===== src/rtl/lps_pkg.sv =====
// Shared types and duration encodings for the LED pattern sequencer.
// Assumes one tick equals 16.384 ms; all durations are in ticks.
package lps_pkg;

    typedef enum logic [2:0] {
        PH_DELAY = 3'd0,
        PH_RISE  = 3'd1,
        PH_HIGH  = 3'd2,
        PH_FALL  = 3'd3,
        PH_LOW   = 3'd4
    } phase_e;

    localparam int HOLD_W    = 13;
    localparam int SEG1_LAST = 60;
    localparam int SEG2_LAST = 127;
    localparam int SEG2_STEP = 8;
    localparam int SEG3_STEP = 32;
    localparam int SEG2_BASE = SEG1_LAST + 1;
    localparam int SEG3_BASE = SEG2_BASE + (SEG2_LAST - SEG1_LAST) * SEG2_STEP;
    localparam int RAMP_BIAS = 3;

    // Piecewise-linear hold code to tick count.
    function automatic logic [HOLD_W-1:0] hold_ticks(input logic [7:0] code);
        int c;
        int t;
        c = int'(code);
        if (c <= SEG1_LAST)
            t = c + 1;
        else if (c <= SEG2_LAST)
            t = SEG2_BASE + (c - SEG1_LAST) * SEG2_STEP;
        else
            t = SEG3_BASE + (c - SEG2_LAST) * SEG3_STEP;
        return HOLD_W'(t);
    endfunction

    // Successor of each phase in the loop.
    function automatic phase_e next_phase(input phase_e p);
        case (p)
            PH_DELAY: return PH_RISE;
            PH_RISE:  return PH_HIGH;
            PH_HIGH:  return PH_FALL;
            PH_FALL:  return PH_LOW;
            default:  return PH_RISE;
        endcase
    endfunction

endpackage


===== src/rtl/lps_duration_sel.sv =====
// Selects the hold length in ticks for the current hold-type phase.
// Assumes ramp phases take their length elsewhere; returns 0 for them.
module lps_duration_sel
    import lps_pkg::*;
#(
    parameter int HIGH_W = 7
) (
    input  phase_e              phase_i,
    input  logic [7:0]          delay_code_i,
    input  logic [HIGH_W-1:0]   high_code_i,
    input  logic [7:0]          low_code_i,
    output logic [HOLD_W-1:0]   len_o
);

    // Decode the code that belongs to the present phase.
    always_comb begin
        case (phase_i)
            PH_DELAY: len_o = hold_ticks(delay_code_i);
            PH_HIGH:  len_o = hold_ticks(8'(high_code_i));
            PH_LOW:   len_o = hold_ticks(low_code_i);
            default:  len_o = '0;
        endcase
    end

endmodule


===== src/rtl/lps_phase_ctrl.sv =====
// Phase sequencer: counts ticks within each phase and steps through
// delay, rise, high, fall, low, rise... Assumes tick_i is a one-clock
// strobe and that hold_len_i belongs to the current phase.
module lps_phase_ctrl
    import lps_pkg::*;
#(
    parameter int RCODE_W = 3
) (
    input  logic                clk,
    input  logic                rst_n,
    input  logic                en_i,
    input  logic                tick_i,
    input  logic                flat_i,
    input  logic [RCODE_W-1:0]  rise_code_i,
    input  logic [RCODE_W-1:0]  fall_code_i,
    input  logic [HOLD_W-1:0]   hold_len_i,
    output phase_e              phase_q_o,
    output phase_e              phase_n_o,
    output logic [HOLD_W-1:0]   cnt_n_o
);

    phase_e              phase_q, phase_n;
    logic [HOLD_W-1:0]   cnt_q, cnt_n, cnt_inc;
    logic [RCODE_W-1:0]  ramp_code;
    logic [HOLD_W-1:0]   ramp_len;
    logic                ramp_now;
    logic                is_ramp;

    // Ramp length for the active ramp phase (power of two ticks).
    always_comb begin
        ramp_code = (phase_q == PH_RISE) ? rise_code_i : fall_code_i;
        ramp_len  = (HOLD_W'(1)) << (int'(ramp_code) + RAMP_BIAS);
        ramp_now  = (ramp_code == '0) || flat_i;
        is_ramp   = (phase_q == PH_RISE) || (phase_q == PH_FALL);
        cnt_inc   = cnt_q + HOLD_W'(1);
    end

    // Next phase and tick count.
    always_comb begin
        phase_n = phase_q;
        cnt_n   = cnt_q;
        if (!en_i) begin
            phase_n = PH_DELAY;
            cnt_n   = '0;
        end else if (is_ramp && ramp_now) begin
            phase_n = next_phase(phase_q);
            cnt_n   = '0;
        end else if (tick_i) begin
            if (cnt_inc >= (is_ramp ? ramp_len : hold_len_i)) begin
                phase_n = next_phase(phase_q);
                cnt_n   = '0;
            end else begin
                cnt_n = cnt_inc;
            end
        end
    end

    // State registers.
    always_ff @(posedge clk) begin
        if (!rst_n) begin
            phase_q <= PH_DELAY;
            cnt_q   <= '0;
        end else begin
            phase_q <= phase_n;
            cnt_q   <= cnt_n;
        end
    end

    assign phase_q_o = phase_q;
    assign phase_n_o = phase_n;
    assign cnt_n_o   = cnt_n;

    // disable forces the delay phase with a cleared count
    a_r1_disable_clears: assert property (@(posedge clk) disable iff (!rst_n)
        !en_i |=> (phase_q == PH_DELAY && cnt_q == '0));

    // holds only move on a tick
    a_r10_hold_needs_tick: assert property (@(posedge clk) disable iff (!rst_n)
        (en_i && !tick_i && !is_ramp) |=> ($stable(phase_q) && $stable(cnt_q)));

    // the high hold may only go to the fall (or back to delay)
    a_r9_high_to_fall: assert property (@(posedge clk) disable iff (!rst_n)
        (phase_q == PH_HIGH) |=> (phase_q inside {PH_HIGH, PH_FALL, PH_DELAY}));

    // the low hold may only go to the rise (or back to delay)
    a_r9_low_to_rise: assert property (@(posedge clk) disable iff (!rst_n)
        (phase_q == PH_LOW) |=> (phase_q inside {PH_LOW, PH_RISE, PH_DELAY}));

    // the delay may only lead to the rise
    a_r9_delay_to_rise: assert property (@(posedge clk) disable iff (!rst_n)
        (phase_q == PH_DELAY) |=> (phase_q inside {PH_DELAY, PH_RISE}));

endmodule


===== src/rtl/lps_level_shaper.sv =====
// Brightness shaper: registers the output code for the phase and tick
// count the sequencer moves to. Ramps are interpolated as
// span*k >> (code+3); assumes k never exceeds the ramp length.
module lps_level_shaper
    import lps_pkg::*;
#(
    parameter int LVL_W   = 8,
    parameter int RCODE_W = 3
) (
    input  logic                clk,
    input  logic                rst_n,
    input  logic [LVL_W-1:0]    lo_i,
    input  logic [LVL_W-1:0]    hi_i,
    input  logic [RCODE_W-1:0]  rise_code_i,
    input  logic [RCODE_W-1:0]  fall_code_i,
    input  phase_e              phase_n_i,
    input  logic [HOLD_W-1:0]   cnt_n_i,
    output logic                flat_o,
    output logic [LVL_W-1:0]    level_o
);

    localparam int PROD_W = LVL_W + HOLD_W;

    logic [LVL_W-1:0]   span;
    logic [RCODE_W-1:0] code;
    logic [PROD_W-1:0]  prod;
    logic [LVL_W-1:0]   delta;
    logic [LVL_W-1:0]   level_d;
    logic [LVL_W-1:0]   level_q;

    // Span between the two levels; zero when the levels do not rise.
    always_comb begin
        flat_o = (lo_i >= hi_i);
        span   = flat_o ? '0 : (hi_i - lo_i);
    end

    // Proportional ramp offset for the elapsed tick count.
    always_comb begin
        code  = (phase_n_i == PH_RISE) ? rise_code_i : fall_code_i;
        prod  = PROD_W'(span) * PROD_W'(cnt_n_i);
        delta = LVL_W'(prod >> (int'(code) + RAMP_BIAS));
    end

    // Output code for the next phase.
    always_comb begin
        case (phase_n_i)
            PH_RISE: level_d = lo_i + delta;
            PH_HIGH: level_d = hi_i;
            PH_FALL: level_d = hi_i - delta;
            PH_LOW:  level_d = lo_i;
            default: level_d = '0;
        endcase
    end

    // Output register.
    always_ff @(posedge clk) begin
        if (!rst_n) level_q <= '0;
        else        level_q <= level_d;
    end

    assign level_o = level_q;

    // the offset never leaves the span between the levels
    a_r6_delta_in_span: assert property (@(posedge clk) disable iff (!rst_n)
        (phase_n_i == PH_RISE || phase_n_i == PH_FALL) |-> (delta <= span));

endmodule


===== src/rtl/led_pattern_seq.sv =====
// LED blink pattern sequencer top: ties the duration decoder, the phase
// sequencer and the level shaper together. Assumes tick_i is a
// one-clock strobe per 16.384 ms and the codes are held while in use.
module led_pattern_seq
    import lps_pkg::*;
#(
    parameter int LVL_W   = 8,
    parameter int HIGH_W  = 7,
    parameter int RCODE_W = 3
) (
    input  logic                clk,
    input  logic                rst_n,
    input  logic                tick_i,
    input  logic                en_i,
    input  logic [LVL_W-1:0]    lo_lvl_i,
    input  logic [LVL_W-1:0]    hi_lvl_i,
    input  logic [7:0]          delay_code_i,
    input  logic [HIGH_W-1:0]   high_code_i,
    input  logic [7:0]          low_code_i,
    input  logic [RCODE_W-1:0]  rise_code_i,
    input  logic [RCODE_W-1:0]  fall_code_i,
    output logic [LVL_W-1:0]    level_o,
    output logic [2:0]          phase_o
);

    phase_e             phase_q, phase_n;
    logic [HOLD_W-1:0]  hold_len;
    logic [HOLD_W-1:0]  cnt_n;
    logic               flat;

    lps_duration_sel #(.HIGH_W(HIGH_W)) u_dur (
        .phase_i      (phase_q),
        .delay_code_i (delay_code_i),
        .high_code_i  (high_code_i),
        .low_code_i   (low_code_i),
        .len_o        (hold_len)
    );

    lps_phase_ctrl #(.RCODE_W(RCODE_W)) u_ctrl (
        .clk          (clk),
        .rst_n        (rst_n),
        .en_i         (en_i),
        .tick_i       (tick_i),
        .flat_i       (flat),
        .rise_code_i  (rise_code_i),
        .fall_code_i  (fall_code_i),
        .hold_len_i   (hold_len),
        .phase_q_o    (phase_q),
        .phase_n_o    (phase_n),
        .cnt_n_o      (cnt_n)
    );

    lps_level_shaper #(.LVL_W(LVL_W), .RCODE_W(RCODE_W)) u_shape (
        .clk          (clk),
        .rst_n        (rst_n),
        .lo_i         (lo_lvl_i),
        .hi_i         (hi_lvl_i),
        .rise_code_i  (rise_code_i),
        .fall_code_i  (fall_code_i),
        .phase_n_i    (phase_n),
        .cnt_n_i      (cnt_n),
        .flat_o       (flat),
        .level_o      (level_o)
    );

    assign phase_o = phase_q;

    // disabled output is dark and in the delay phase
    a_r1_off_dark: assert property (@(posedge clk) disable iff (!rst_n)
        !en_i |=> (level_o == '0 && phase_o == 3'd0));

    // the delay phase always shows level 0
    a_r2_delay_dark: assert property (@(posedge clk) disable iff (!rst_n)
        (phase_q == PH_DELAY) |-> (level_o == '0));

    // the high hold shows the high code of the previous cycle
    a_r8_high_level: assert property (@(posedge clk) disable iff (!rst_n)
        (phase_q == PH_HIGH) |-> (level_o == $past(hi_lvl_i)));

    // a rise with steady levels never steps down
    a_r6_rise_monotone: assert property (@(posedge clk) disable iff (!rst_n)
        (phase_q == PH_RISE && $past(phase_q) == PH_RISE &&
         $past(lo_lvl_i, 1) == $past(lo_lvl_i, 2) &&
         $past(hi_lvl_i, 1) == $past(hi_lvl_i, 2))
        |-> (level_o >= $past(level_o)));

endmodule


===== config.mk =====
export PLATFORM = sky130hd
export DESIGN_NAME = led_pattern_seq
export DESIGN_NICKNAME = d
export VERILOG_FILES = /design/src/rtl/lps_pkg.sv /design/src/rtl/lps_duration_sel.sv /design/src/rtl/lps_phase_ctrl.sv /design/src/rtl/lps_level_shaper.sv /design/src/rtl/led_pattern_seq.sv
export SDC_FILE = /design/constraint.sdc
export NUM_CORES = 1
export LEC_CHECK = 0
export ABC_CLOCK_PERIOD_IN_PS = 22300
export BUFFER_PORTS_ARGS = -buffer_cell sky130_fd_sc_hd__buf_2
export CAP_MARGIN = 20
export CORE_UTILIZATION = 52
export CTS_CLUSTER_SIZE = 10
export DETAILED_ROUTE_END_ITERATION = 10
export PLACE_DENSITY = 0.71
export SLEW_MARGIN = 0
export SYNTH_ARGS = -nofsm -noshare
export SYNTH_HDL_FRONTEND = slang
export SYNTH_SLANG_ARGS = --single-unit
export TNS_END_PERCENT = 30

===== constraint.sdc =====
create_clock -name clk -period 22.3 [get_ports clk]
set_input_delay 4.46 -clock clk [delete_from_list [all_inputs] [get_ports clk]]
set_output_delay 4.46 -clock clk [all_outputs]
set_load 0.01 [all_outputs]

After elaboration in Yosys (flattened, before gate mapping)
Cells that the tools add are included.
{"block": "op_classes", "addsub": 19, "mul": 1, "n_lt_le_gt_ge": 7, "n_eq_ne": 8, "shifts": 2, "mux": 20, "n_reduce_logical": 5}
{"cell": "two-way mux 13 bit", "count": 10}
{"cell": "adder 7 x 13 -> 13 bit, first input constant", "count": 3}
{"cell": "one-hot mux 13 bit (3 select lines)", "count": 1}
{"cell": "one-hot mux 8 bit (4 select lines)", "count": 1}
{"cell": "left shift 1 x 32 -> 13 bit, first input constant", "count": 1}
{"cell": "right shift 21 x 32 -> 8 bit", "count": 1}
{"cell": "adder 11 x 13 -> 13 bit, first input constant", "count": 2}
{"cell": "multiplier 8 x 13 -> 21 bit", "count": 1}
{"cell": "adder 8 x 1 -> 9 bit, second input constant", "count": 2}
{"cell": "two-way mux 3 bit", "count": 6}
{"cell": "subtractor 8 x 6 -> 9 bit, second input constant", "count": 2}
{"cell": "less-or-equal comparator 8 x 6 -> 1 bit, second input constant", "count": 2}
{"cell": "less-or-equal comparator 8 x 7 -> 1 bit, second input constant", "count": 2}
{"cell": "subtractor 8 x 7 -> 8 bit, second input constant", "count": 2}
{"cell": "subtractor 8 bit", "count": 2}
{"cell": "adder 13 x 1 -> 13 bit, second input constant", "count": 1}
{"cell": ">= comparator 13 bit", "count": 1}
{"cell": "== test 3 x 2 -> 1 bit, second input constant", "count": 4}
{"cell": "one-hot mux 3 bit (3 select lines)", "count": 1}
{"cell": "adder 3 x 2 -> 4 bit, second input constant", "count": 2}
{"cell": "adder 7 x 1 -> 8 bit, second input constant", "count": 1}
{"cell": "adder 8 bit", "count": 1}
{"cell": ">= comparator 8 bit", "count": 1}
{"cell": "two-way mux 8 bit", "count": 1}
{"cell": "7 further kinds", "count": 11}
{"block": "totals", "reg_bits": 24, "input_bits": 49, "out_inout_bits": 11, "wordCells": 65}

Depth between registers and ports, before layout
Gate-level depths: netlist of the first run.
{"block": "logic_depth", "depth_word": 17, "ltp_mapped": 49}

Hierarchy
A second synthesis of the first run with hierarchy kept.
{"block": "unflattened", "cells_unflattened": 1133, "area_unflattened_um2": 8543.2}
{"module": "lps_level_shaper", "instances": 1, "cells_per_inst": 641, "area_per_inst_um2": 5076.1, "seq_area_each_um2": 160.2}
{"module": "lps_duration_sel", "instances": 1, "cells_per_inst": 262, "area_per_inst_um2": 1734.2, "seq_area_each_um2": 0.0}
{"module": "lps_phase_ctrl", "instances": 1, "cells_per_inst": 230, "area_per_inst_um2": 1732.9, "seq_area_each_um2": 320.3}

Least setup slack after synthesis of the first run
Ideal clock, no wire load.
{"block": "synth_path", "path_kind": "in2reg", "startpoint": "in delay_code_i[4]", "endpoint": "reg u_shape.level_q[7] (netlist: u_shape.level_o[7])", "setup_time_ps": 75, "arrival_time_ps": 14113, "required_ps": 22225, "slack_ps": 8111, "cell_stages": 45, "n_path_buf": 3, "path_cell_list": "clkbuf_1 and3_1 nand2_1 a31oi_1 nor3_1 or4_1 clkbuf_1 a211oi_1 a2111oi_0 ha_1 and3_1 a221o_1 a22oi_1 nand4_1 clkbuf_1 nand2b_1 or3_1 fa_1 [... 9 more ...] a21oi_1 xnor2_1 nand2_1 and3_1 a21oi_1 mux2_2 inv_1 ha_1 a21o_1 a21o_1 a21o_1 a2111oi_0 nor3_1 xnor2_1 a22oi_1 o31ai_1 a2111oi_2 o22ai_1"}
{"block": "synth_between", "elab_chain_len": 17, "word_cells_on_any_way": 31}
{"element": "start: declaration", "line": "led_pattern_seq.sv:17", "rtl": "input logic [7:0] delay_code_i,"}
{"element": "subtractor 8 x 6 -> 9 bit or subtractor 8 x 7 -> 8 bit (tied branches)", "line": "lps_pkg.sv:30, lps_pkg.sv:32"}
{"element": "adder 7 x 13 -> 13 bit or adder 11 x 13 -> 13 bit (tied branches)", "line": "lps_pkg.sv:30, lps_pkg.sv:32"}
{"element": "two-way mux 13 bit", "line": "lps_pkg.sv:29", "rtl": "else if (c <= SEG2_LAST)"}
{"element": "two-way mux 13 bit (*)", "line": "lps_pkg.sv:27", "rtl": "if (c <= SEG1_LAST)"}
{"element": "one-hot mux 13 bit (3 select lines) (*)", "line": "lps_duration_sel.sv:17", "rtl": "case (phase_i)"}
{"element": "two-way mux 13 bit (*)", "line": "lps_phase_ctrl.sv:49", "rtl": "if (cnt_inc >= (is_ramp ? ramp_len : hold_len_i)) begin"}
{"element": ">= comparator 13 bit (*)", "line": "lps_phase_ctrl.sv:49"}
{"element": "parallel branches: the longest is 9 deep, another holds multiplier 8 x 13 -> 21 bit"}
{"element": "one-hot mux 8 bit (4 select lines) (*)", "line": "lps_level_shaper.sv:46", "rtl": "case (phase_n_i)"}
{"element": "end signal: assignment", "line": "lps_level_shaper.sv:58", "rtl": "else level_q <= level_d;"}
{"element": "end: declaration", "line": "lps_level_shaper.sv:29", "rtl": "logic [LVL_W-1:0] level_q;"}
Mark *: on every way between the ends.
A chain may end at the register's enable or synchronous reset.

Final worst setup path of the first run
{"block": "layout_path", "startpoint": "in delay_code_i[2]", "endpoint": "reg u_shape.level_q[7] (netlist: u_shape.level_o[7])"}
Same word-level chain as after synthesis.

==> flow_summary.ini, run 1 <==
[cells_and_area]
drive_gt1_share_pct = 8.29
register_area_um2 = 480
n_antenna_cell = 0
syn2layout_area_growth_pct = 6.31
postLayoutCellArea_mm2 = 0.00822
fin_nets = 1241
fillers = 1421
multi_input_area_mm2 = 0.00673
fin_util_pct = 56.6

[timing]
hold_violations = 0
max_freq_mhz = 66.9
rsz0062_at_grt = false
finClkSkew_ps = 11.2
fin_worst_hold_slack_ps = 711
min_period_ps = 14950
drv_slew = 0
tightest_slew_ps = 1000
finalCritPeriodShare_pct = 67.0
final-setup-viol-count = 0
slew_headroom_pct = 33.3
fin_setup_tns_ps = 0

[yosys]
synthesis.area_mm2 = 0.00773
syn_inst = 1013
synth_cell_type_count = 79
synth_ff_type = dfxtp_1
synth_top_area_share_pct = 17.3
synthTopCellsByArea = fa_1 (17%), ha_1 (14%), nand2_1 (6.6%)
yosysSeqAreaShare_pct = 6.21
synthArstFlopShare_pct = 0
syn-num-nets = 1215
yosys.area.top_type = fa_1
synth_edf_count = 0
synth-seq-cells = 24
syn_area_per_cell_um2 = 7.63
ys_warn_count = 0

[critical_path]
startpoint_type = input port
crit_required_ps = 22500
r2r_start = u_ctrl.phase_q_o[0]
r2r-end = u_shape.level_o[7]
worstRegToRegCells = 42
crit_end = u_shape.level_o[7]
endpoint_kind = flop
slowest_stage = a2111oi_0
crit_start = delay_code_i[2]
worst-path-max-fanout = 27
path_class = in -> reg
r2r_slack_ps = 10640
critPathArrivalTime_ps = 15150
critPathMaxStageDelay_ps = 770

[clocking]
clockBufferDepth = 2
cts_tree = done
clkTransAtPathRegs_ps = 80
post_cts_buffers = 0
numCtsBuffers = 3
cts_root_buffer = clkbuf_16
cts_hold_buf = 0
cts_resized = 0
clock_sinks = 24
insertion_delay_ps = 280
htreeDepth = 1

[grt]
grt_max_degree = 30
grt_pass1_wl_mm = 34.3
grt_use_total_pct = 28.3
overflow = 0
grt_pass1_vias = 7037
antenna_found_initial = 0

[floorplan]
floorplan.die_area_mm2 = 0.0154
core-area_mm2 = 0.0145
num_rows = 44
pin_count = 60
die_w_um = 124
die_h_um = 124
floorplan.initialDensity_pct = 53.2

[route]
postRouteAntennaNets = 0
drt_iter0_markers = 574
routed_wl_mm = 20.9
viasPerCell = 6.02
drt-pass1-iter-count = 9
drc_errors = 0
via_count = 7352
wl_per_cell_um = 17.1

[place]
gp_congestion = 1.01
placedInstanceArea_mm2 = 0.00809
port-buffer-count = 59
place_hpwl_mm = 17.2

[power_and_ir_drop]
clkPwrFrac_pct = 28.5
vdd_drop_max_v = 0.0000274
leakage_nw = 3.44
p_seq_share_pct = 22.2
p_int_mw = 0.115
powerDensity_mw_per_mm2 = 23.7
swShare_pct = 40.9
p_sw_mw = 0.0796
p_comb_share_pct = 49.4

[hold_path]
worstHoldStart = u_ctrl.phase_q_o[2]
min_path_type = reg -> reg

[job]
maxCapViolations = 0

[run_status]
status = finished clean
kinds of logic (layout without fill, tap and decap cells):
| family | count (synthesis) | after routing | share of synthesized area, % |
|---|---|---|---|
| AND/OR/NAND/NOR | 384 | 384 | 23.6 |
| multiplexers | 29 | 29 | 4.14 |
| flip-flops | 24 | 24 | 6.21 |
| AO/OA/AOI/OAI | 190 | 190 | 16.9 |
| buffers and inverters | 135 | 160 | 6.79 |
| XOR/XNOR | 97 | 97 | 11.0 |
| adder cells (fa/ha/maj) | 154 | 154 | 31.4 |
cell type report:
class	count	share of cell area, %
Multi-Input combinational cell	854	81.8
Inverter	94	4.29
Sequential cell	24	5.84
Clock buffer	3	0.913
Timing Repair Buffer	62	3.96
Clock inverter	1	0.365
Tap cell	184	2.80
state kept, by name, indices dropped and copies added (netlist names):
register,cells
u_ctrl.cnt_q,13
u_ctrl.phase_q_o,3
u_shape.level_o,8
worst max-delay path: cells and delay by family:
family	cells	cell delay [ps]
mux	1	200
compound gates	16	3780
xor+xnor	3	790
fa+ha+maj	8	3360
buf+inv	4	510
simple gates	11	2010
routing by layer:
layer	part of all wire, %	global-route usage, %	up-vias
li1	-	-	3583
met1	45	37.7	3496
met2	48	48.7	247
met3	5.9	3.75	26
met4	1.6	6.25	0
met5	0	0	-
how the worst min path moves through the flow:
stage,cells after the start,endpoint
after floorplan,3,u_ctrl.cnt_q[3]
after global routing,2,u_ctrl.phase_q_o[2]
after CTS,2,u_ctrl.phase_q_o[2]
after global placement,3,u_ctrl.cnt_q[3]
final,2,u_ctrl.phase_q_o[2]
after detailed placement,2,u_ctrl.phase_q_o[2]
stage by stage:
step / std cells / power [mW] / setup slack (ps)
after global routing: 1222 / 0.206 / 6360
final: 1222 / 0.195 / 7350
after detailed placement: 1216 / 0.137 / 6360
after global placement: 1216 / 0.137 / 6530
after floorplan: 1013 / 0.112 / 8110
after CTS: 1220 / 0.193 / 6590
cells in the mapped netlist (all sizes together), types with 24 or more instances:
master,n
o21ai,28
inv,94
nor2,71
nor3,45
nand3,38
clkbuf,31
xnor2,55
nand2,136
dfxtp,24
a21oi,53
xor2,42
ha,86
fa,67
power by group through the flow:
stage / Combinational (mW) / Clock (mW) / Sequential, mW
4_1_cts: 0.0942 / 0.0553 / 0.0431
6_report: 0.0960 / 0.0554 / 0.0431
3_5_place_dp: 0.0933 / 0 / 0.0441
3_3_place_gp: 0.0933 / 0 / 0.0441
2_1_floorplan: 0.0683 / 0 / 0.0441
5_1_grt: 0.106 / 0.0566 / 0.0431
cell usage in the layout, fill, tap and decap left out, types with 19 or more instances in the layout:
cell type / count
nand2_1: 136
inv_1: 92
ha_1: 86
nor2_1: 71
fa_1: 67
buf_2: 59
xnor2_1: 55
a21oi_1: 53
nor3_1: 45
xor2_1: 42
nand3_1: 37
o21ai_0: 28
dfxtp_1: 24
mux2i_1: 19
Note: power is estimated with default switching activity, not from simulation.
==> inputs of run 2 (changes only) <==
- ABC_CLOCK_PERIOD_IN_PS: 22300 -> 13130
- PLACE_DENSITY: 0.71 -> 0.73
- clock period: 22.3 -> 13.13 ns (I/O delays scaled with it)
==> run 2 against run 1 <==
Effect of this change: first-iteration DRC count up 29%; via count up 1.4%; cell count up 1.5%; register-to-register slack worse by 8900 ps; global-route usage down 0.42 points; combinational power up 73%; power up 71%; clock power up 66%; clock skew up 2.2 ps; sequential cell count unchanged; worst hold slack better by 1.7 ps; sequential share of layout area down 0.13 points.
==> flow_summary.ini, run 2 (same netlist as run 1, synthesis figures left out) <==
[cells_and_area]
postLayoutCellArea_mm2 = 0.00841
fin_nets = 1259
largest_reg_flops = 13
fin_util_pct = 57.9
syn2layout_area_growth_pct = 8.80
layout_commonest_cell = nand2_1
drive_gt1_share_pct = 10.9
final_cell_mix = nand2_1 (136), inv_1 (92), ha_1 (86)
n_antenna_cell = 0
largest_register = u_ctrl.cnt_q

[grt]
grt_pass1_wl_mm = 33.6
overflow = 0
antenna_found_initial = 0
grt_pass1_vias = 6898
grt_use_total_pct = 27.9
grt_max_degree = 21

[run_status]
status = finished clean

[critical_path]
critPathMaxStageDelay_ps = 560
startpoint_type = input port
critPathArrivalTime_ps = 12730
endpoint_kind = flop
slowest_stage = fa_1
worst-path-max-fanout = 9
path_class = in -> reg
worstRegToRegCells = 43
r2r_start = u_ctrl.phase_q_o[0]
crit_required_ps = 13330
r2r_slack_ps = 1710
crit_start = low_code_i[2]
r2r-end = u_shape.level_o[7]
crit_end = u_shape.level_o[7]

[place]
place_hpwl_mm = 16.9
gp_congestion = 1.02
port-buffer-count = 59
placedInstanceArea_mm2 = 0.00823

[clocking]
clkTransAtPathRegs_ps = 80
numCtsBuffers = 3
insertion_delay_ps = 280
clockBufferDepth = 2
cts_hold_buf = 0
clock_sinks = 24
cts_root_buffer = clkbuf_16
cts_tree = done
htreeDepth = 1

[floorplan]
num_rows = 44
floorplan.die_area_mm2 = 0.0154
pin_count = 60
die_h_um = 124
die_w_um = 124
floorplan.initialDensity_pct = 53.2
core-area_mm2 = 0.0145

[route]
drc_errors = 0
viasPerCell = 6.01
via_count = 7455
drt-pass1-iter-count = 6
postRouteAntennaNets = 0
drt_iter0_markers = 740
routed_wl_mm = 20.6
wl_per_cell_um = 16.6

[timing]
drv_slew = 0
max_freq_mhz = 79.8
min_period_ps = 12530
slew_headroom_pct = 33.2
rsz0062_at_grt = false
final-setup-viol-count = 0
finClkSkew_ps = 13.4
fin_worst_hold_slack_ps = 712
finalCritPeriodShare_pct = 95.4
tightest_slew_ps = 998
hold_violations = 0

[power_and_ir_drop]
vdd_drop_max_v = 0.0000488
leakage_nw = 3.55
power_mw = 0.332
powerDensity_mw_per_mm2 = 39.4

[job]
maxCapViolations = 0

[hold_path]
min_path_type = reg -> reg
-- run 2: power breakdown --
| part | switching [mW] | leakage, nW | internal, mW |
|---|---|---|---|
| clock network | 0.0310 | 0.0511 | 0.0608 |
| logic | 0.102 | 3.30 | 0.0642 |
| registers | 0.000372 | 0.193 | 0.0730 |
| total | 0.134 | 3.55 | 0.198 |
-- run 2: how the worst min path moves through the flow --
stage,start,endpoint,slack [ps],cells after the start
6_report,u_ctrl.cnt_q[10],u_ctrl.cnt_q[10],710,2
5_1_grt,u_ctrl.cnt_q[5],u_ctrl.cnt_q[5],750,2
3_5_place_dp,u_ctrl.cnt_q[5],u_ctrl.cnt_q[5],680,2
3_3_place_gp,u_ctrl.phase_q_o[2],u_ctrl.phase_q_o[2],690,2
2_1_floorplan,u_ctrl.cnt_q[1],u_ctrl.cnt_q[3],620,3
4_1_cts,u_ctrl.cnt_q[5],u_ctrl.cnt_q[5],700,2
-- run 2: worst max-delay path, delay by kind of cell --
family	cells	cell delay, ps
AO/OA/AOI/OAI	15	3230
XOR/XNOR	2	390
adder cells (fa/ha/maj)	8	3380
buffers and inverters	5	390
multiplexers	3	600
AND/OR/NAND/NOR	10	2120
-- run 2: area by class of cell --
cell class	count	area (um2)
Timing Repair Buffer	80	465
Clock buffer	3	75.1
Fill cell	1405	6120
Tap cell	184	230
Multi-Input combinational cell	854	6780
Inverter	94	353
Sequential cell	24	480
Clock inverter	1	30.0
-- run 2: timing repair --
item,in CTS,in global routing
buffers inserted,0,2
endpoints found under the setup margin,0,3
gates resized for setup,0,15
-- run 2: through the flow --
step	worst slack (ps)	std cells	TNS, ps
after floorplan	775	1013	0
after global placement	195	1233	0
after detailed placement	-121	1233	-121
after CTS	104	1237	0
after global routing	32.2	1240	0
final	604	1240	0
-- run 2: routing by layer --
layer | vias up | wire length (um) | global-route usage [%]
li1 | 3619 | - | -
met1 | 3533 | 9160 | 37.9
met2 | 265 | 9670 | 46.8
met3 | 38 | 1280 | 3.25
met4 | 0 | 483 | 7.37
met5 | - | 0 | 0
==> inputs of run 3 (changes only) <==
- ABC_AREA: unset -> 1
==> run 3 against run 2 <==
Effect of this change: first-iteration DRC count fell by 25%; largest cell class unchanged; count of clock-buffer cells in the layout is the same; synthesized cell count increased by 19%; clock power fell by 26%.
==> flow_summary.ini, run 3 <==
[clocking]
clock_sinks = 24
cts_hold_buf = 0
numCtsBuffers = 3
cts_tree = done
htreeDepth = 1
clockBufferDepth = 2
clkTransAtPathRegs_ps = 70
insertion_delay_ps = 270
cts_root_buffer = clkbuf_16
cts_resized = 0
post_cts_buffers = 0

[yosys]
synth_cell_type_count = 52
synth_ff_type = dfxtp_1
yosys.area.top_type = fa_1
syn-num-nets = 1407
syn_area_per_cell_um2 = 6.42
synth.most_common_cell = nand2_1
synthTopCellsByArea = fa_1 (17%), nand2_1 (14%), ha_1 (14%)
synthesis.area_mm2 = 0.00773
syn_inst = 1205
synthArstFlopShare_pct = 0
ys_warn_count = 0
synth_top_area_share_pct = 17.3
synth_edf_count = 0
yosysSeqAreaShare_pct = 6.21
synth-seq-cells = 24
netlist_top_cells_count = nand2_1 (295), inv_1 (224), nor2_1 (119)

[grt]
busiest_layer = met2
overflow = 0
grt_pass1_vias = 7264
grt_use_total_pct = 28.1
grt_use_met1_pct = 36.9
grt_max_degree = 24
grtUsageMet2_pct = 50.4
met3_usage_pct = 1.88
grt_pass1_wl_mm = 34.2
antenna_found_initial = 0

[cells_and_area]
largest_reg_flops = 13
drive_gt1_share_pct = 7.99
fillers = 1505
register_area_um2 = 480
instances_no_fill = 1436
syn2layout_area_growth_pct = 6.87
largest_register = u_ctrl.cnt_q
n_antenna_cell = 0
final_cell_mix = nand2_1 (295), inv_1 (224), nor2_1 (119)
layout_commonest_cell = nand2_1
multi_input_area_mm2 = 0.00630
fin_nets = 1456
fin_util_pct = 56.9

[timing]
fin_setup_tns_ps = 0
final-setup-viol-count = 0
tightest_slew_ps = 1100
finClkSkew_ps = 8.33
max_freq_mhz = 81.5
hold_violations = 0
rsz0062_at_grt = false
finalCritPeriodShare_pct = 93.4
slew_headroom_pct = 25.9
drv_slew = 0
min_period_ps = 12260

[route]
drt_iter0_markers = 558
drt-pass1-iter-count = 6
routed_wl_mm = 20.6
viasPerCell = 5.46
drc_errors = 0
via_count = 7840
wl_per_cell_um = 14.3
postRouteAntennaNets = 0

[critical_path]
startpoint_type = input port
worstRegToRegCells = 52
worst-path-max-fanout = 8
critPathMaxStageDelay_ps = 540
critPathArrivalTime_ps = 12390
crit_required_ps = 13260
path_class = in -> reg
slowest_stage = fa_1
critPathMostFrequentCell = nand2_1
endpoint_kind = flop

[floorplan]
core-area_mm2 = 0.0145
floorplan.initialDensity_pct = 53.2
num_rows = 44
die_h_um = 124
floorplan.die_area_mm2 = 0.0154
die_w_um = 124
pin_count = 60

[job]
maxCapViolations = 0

[hold_path]
whs_path_depth = 4
min_path_type = reg -> reg

[place]
place_hpwl_mm = 17.7
placed_cells = 1433
gp_congestion = 0.941
port-buffer-count = 59

[power_and_ir_drop]
powerDensity_mw_per_mm2 = 47.1
vdd_drop_max_v = 0.0000432
power_mw = 0.390
leakage_nw = 4.12

[run_status]
status = finished clean
## run 3: cell types whose count changed in the layout (fill, tap and decap cells not counted), sizes merged, moves of 20 or more
cell | before | now
nand2 | 136 | 304
inv | 94 | 229
nor2 | 71 | 122
xnor2 | 55 | 17
o21ai | 28 | 62
nand3 | 38 | 69
nor3 | 45 | 15
mux2i | 21 | 0
buf | 80 | 60
## run 3: kinds of logic (layout without fill, tap and decap cells)
family                   Yosys count  in the layout  share of synthesized area, %
buffers and inverters            248            295                          12.3
AND/OR/NAND/NOR                  538            538                          29.5
XOR/XNOR                          52             52                          5.89
AO/OA/AOI/OAI                    190            190                          14.9
adder cells (fa/ha/maj)          153            153                          31.3
flip-flops                        24             24                          6.21
## run 3: cell type report
cell class,count,share of cell area [%]
inverter,232,10.6
clock buffer,3,0.908
sequential,24,5.81
multi-input combinational,933,76.3
timing repair buffer,60,3.66
tap,184,2.78
## run 3: worst paths after layout
path,startpoint,end,slack (ps)
setup / recovery,low_code_i[2],u_shape.level_o[6],870
hold / removal,u_ctrl.cnt_q[6],u_ctrl.cnt_q[6],640
setup reg to reg,u_ctrl.phase_q_o[0],u_shape.level_o[6],2480
hold reg to reg,u_ctrl.cnt_q[6],u_ctrl.cnt_q[6],640
## run 3: critical path: cells and delay by family
kind | cells | cell delay, ps
xor+xnor | 2 | 400
simple gates | 21 | 2710
buf+inv | 9 | 830
compound gates | 11 | 2240
fa+ha+maj | 9 | 3590
## run 3: per-layer routing
metal  wire length [um]  share of wire [%]
met4                392                1.9
met1               8950                 43
met5                  0                  0
met2              10000                 49
met3               1220                5.9
## run 3: per-stage QoR
stage | hold slack [ps] | setup WS, ps | instance area, um2
floorplan | 573 | 2290 | 7730
global placement | 620 | 756 | 8190
detailed placement | 618 | 739 | 8190
CTS | 630 | 966 | 8270
global route | 674 | 46.0 | 8270
finish | 638 | 866 | 8270
## run 3: where the power goes
part / total (mW) / leakage (nW) / switching [mW] / internal, mW
registers: 0.0762 / 0.194 / 0.00144 / 0.0748
clock network: 0.0678 / 0.0370 / 0.0274 / 0.0404
logic: 0.246 / 3.88 / 0.162 / 0.0840
total: 0.390 / 4.12 / 0.190 / 0.199
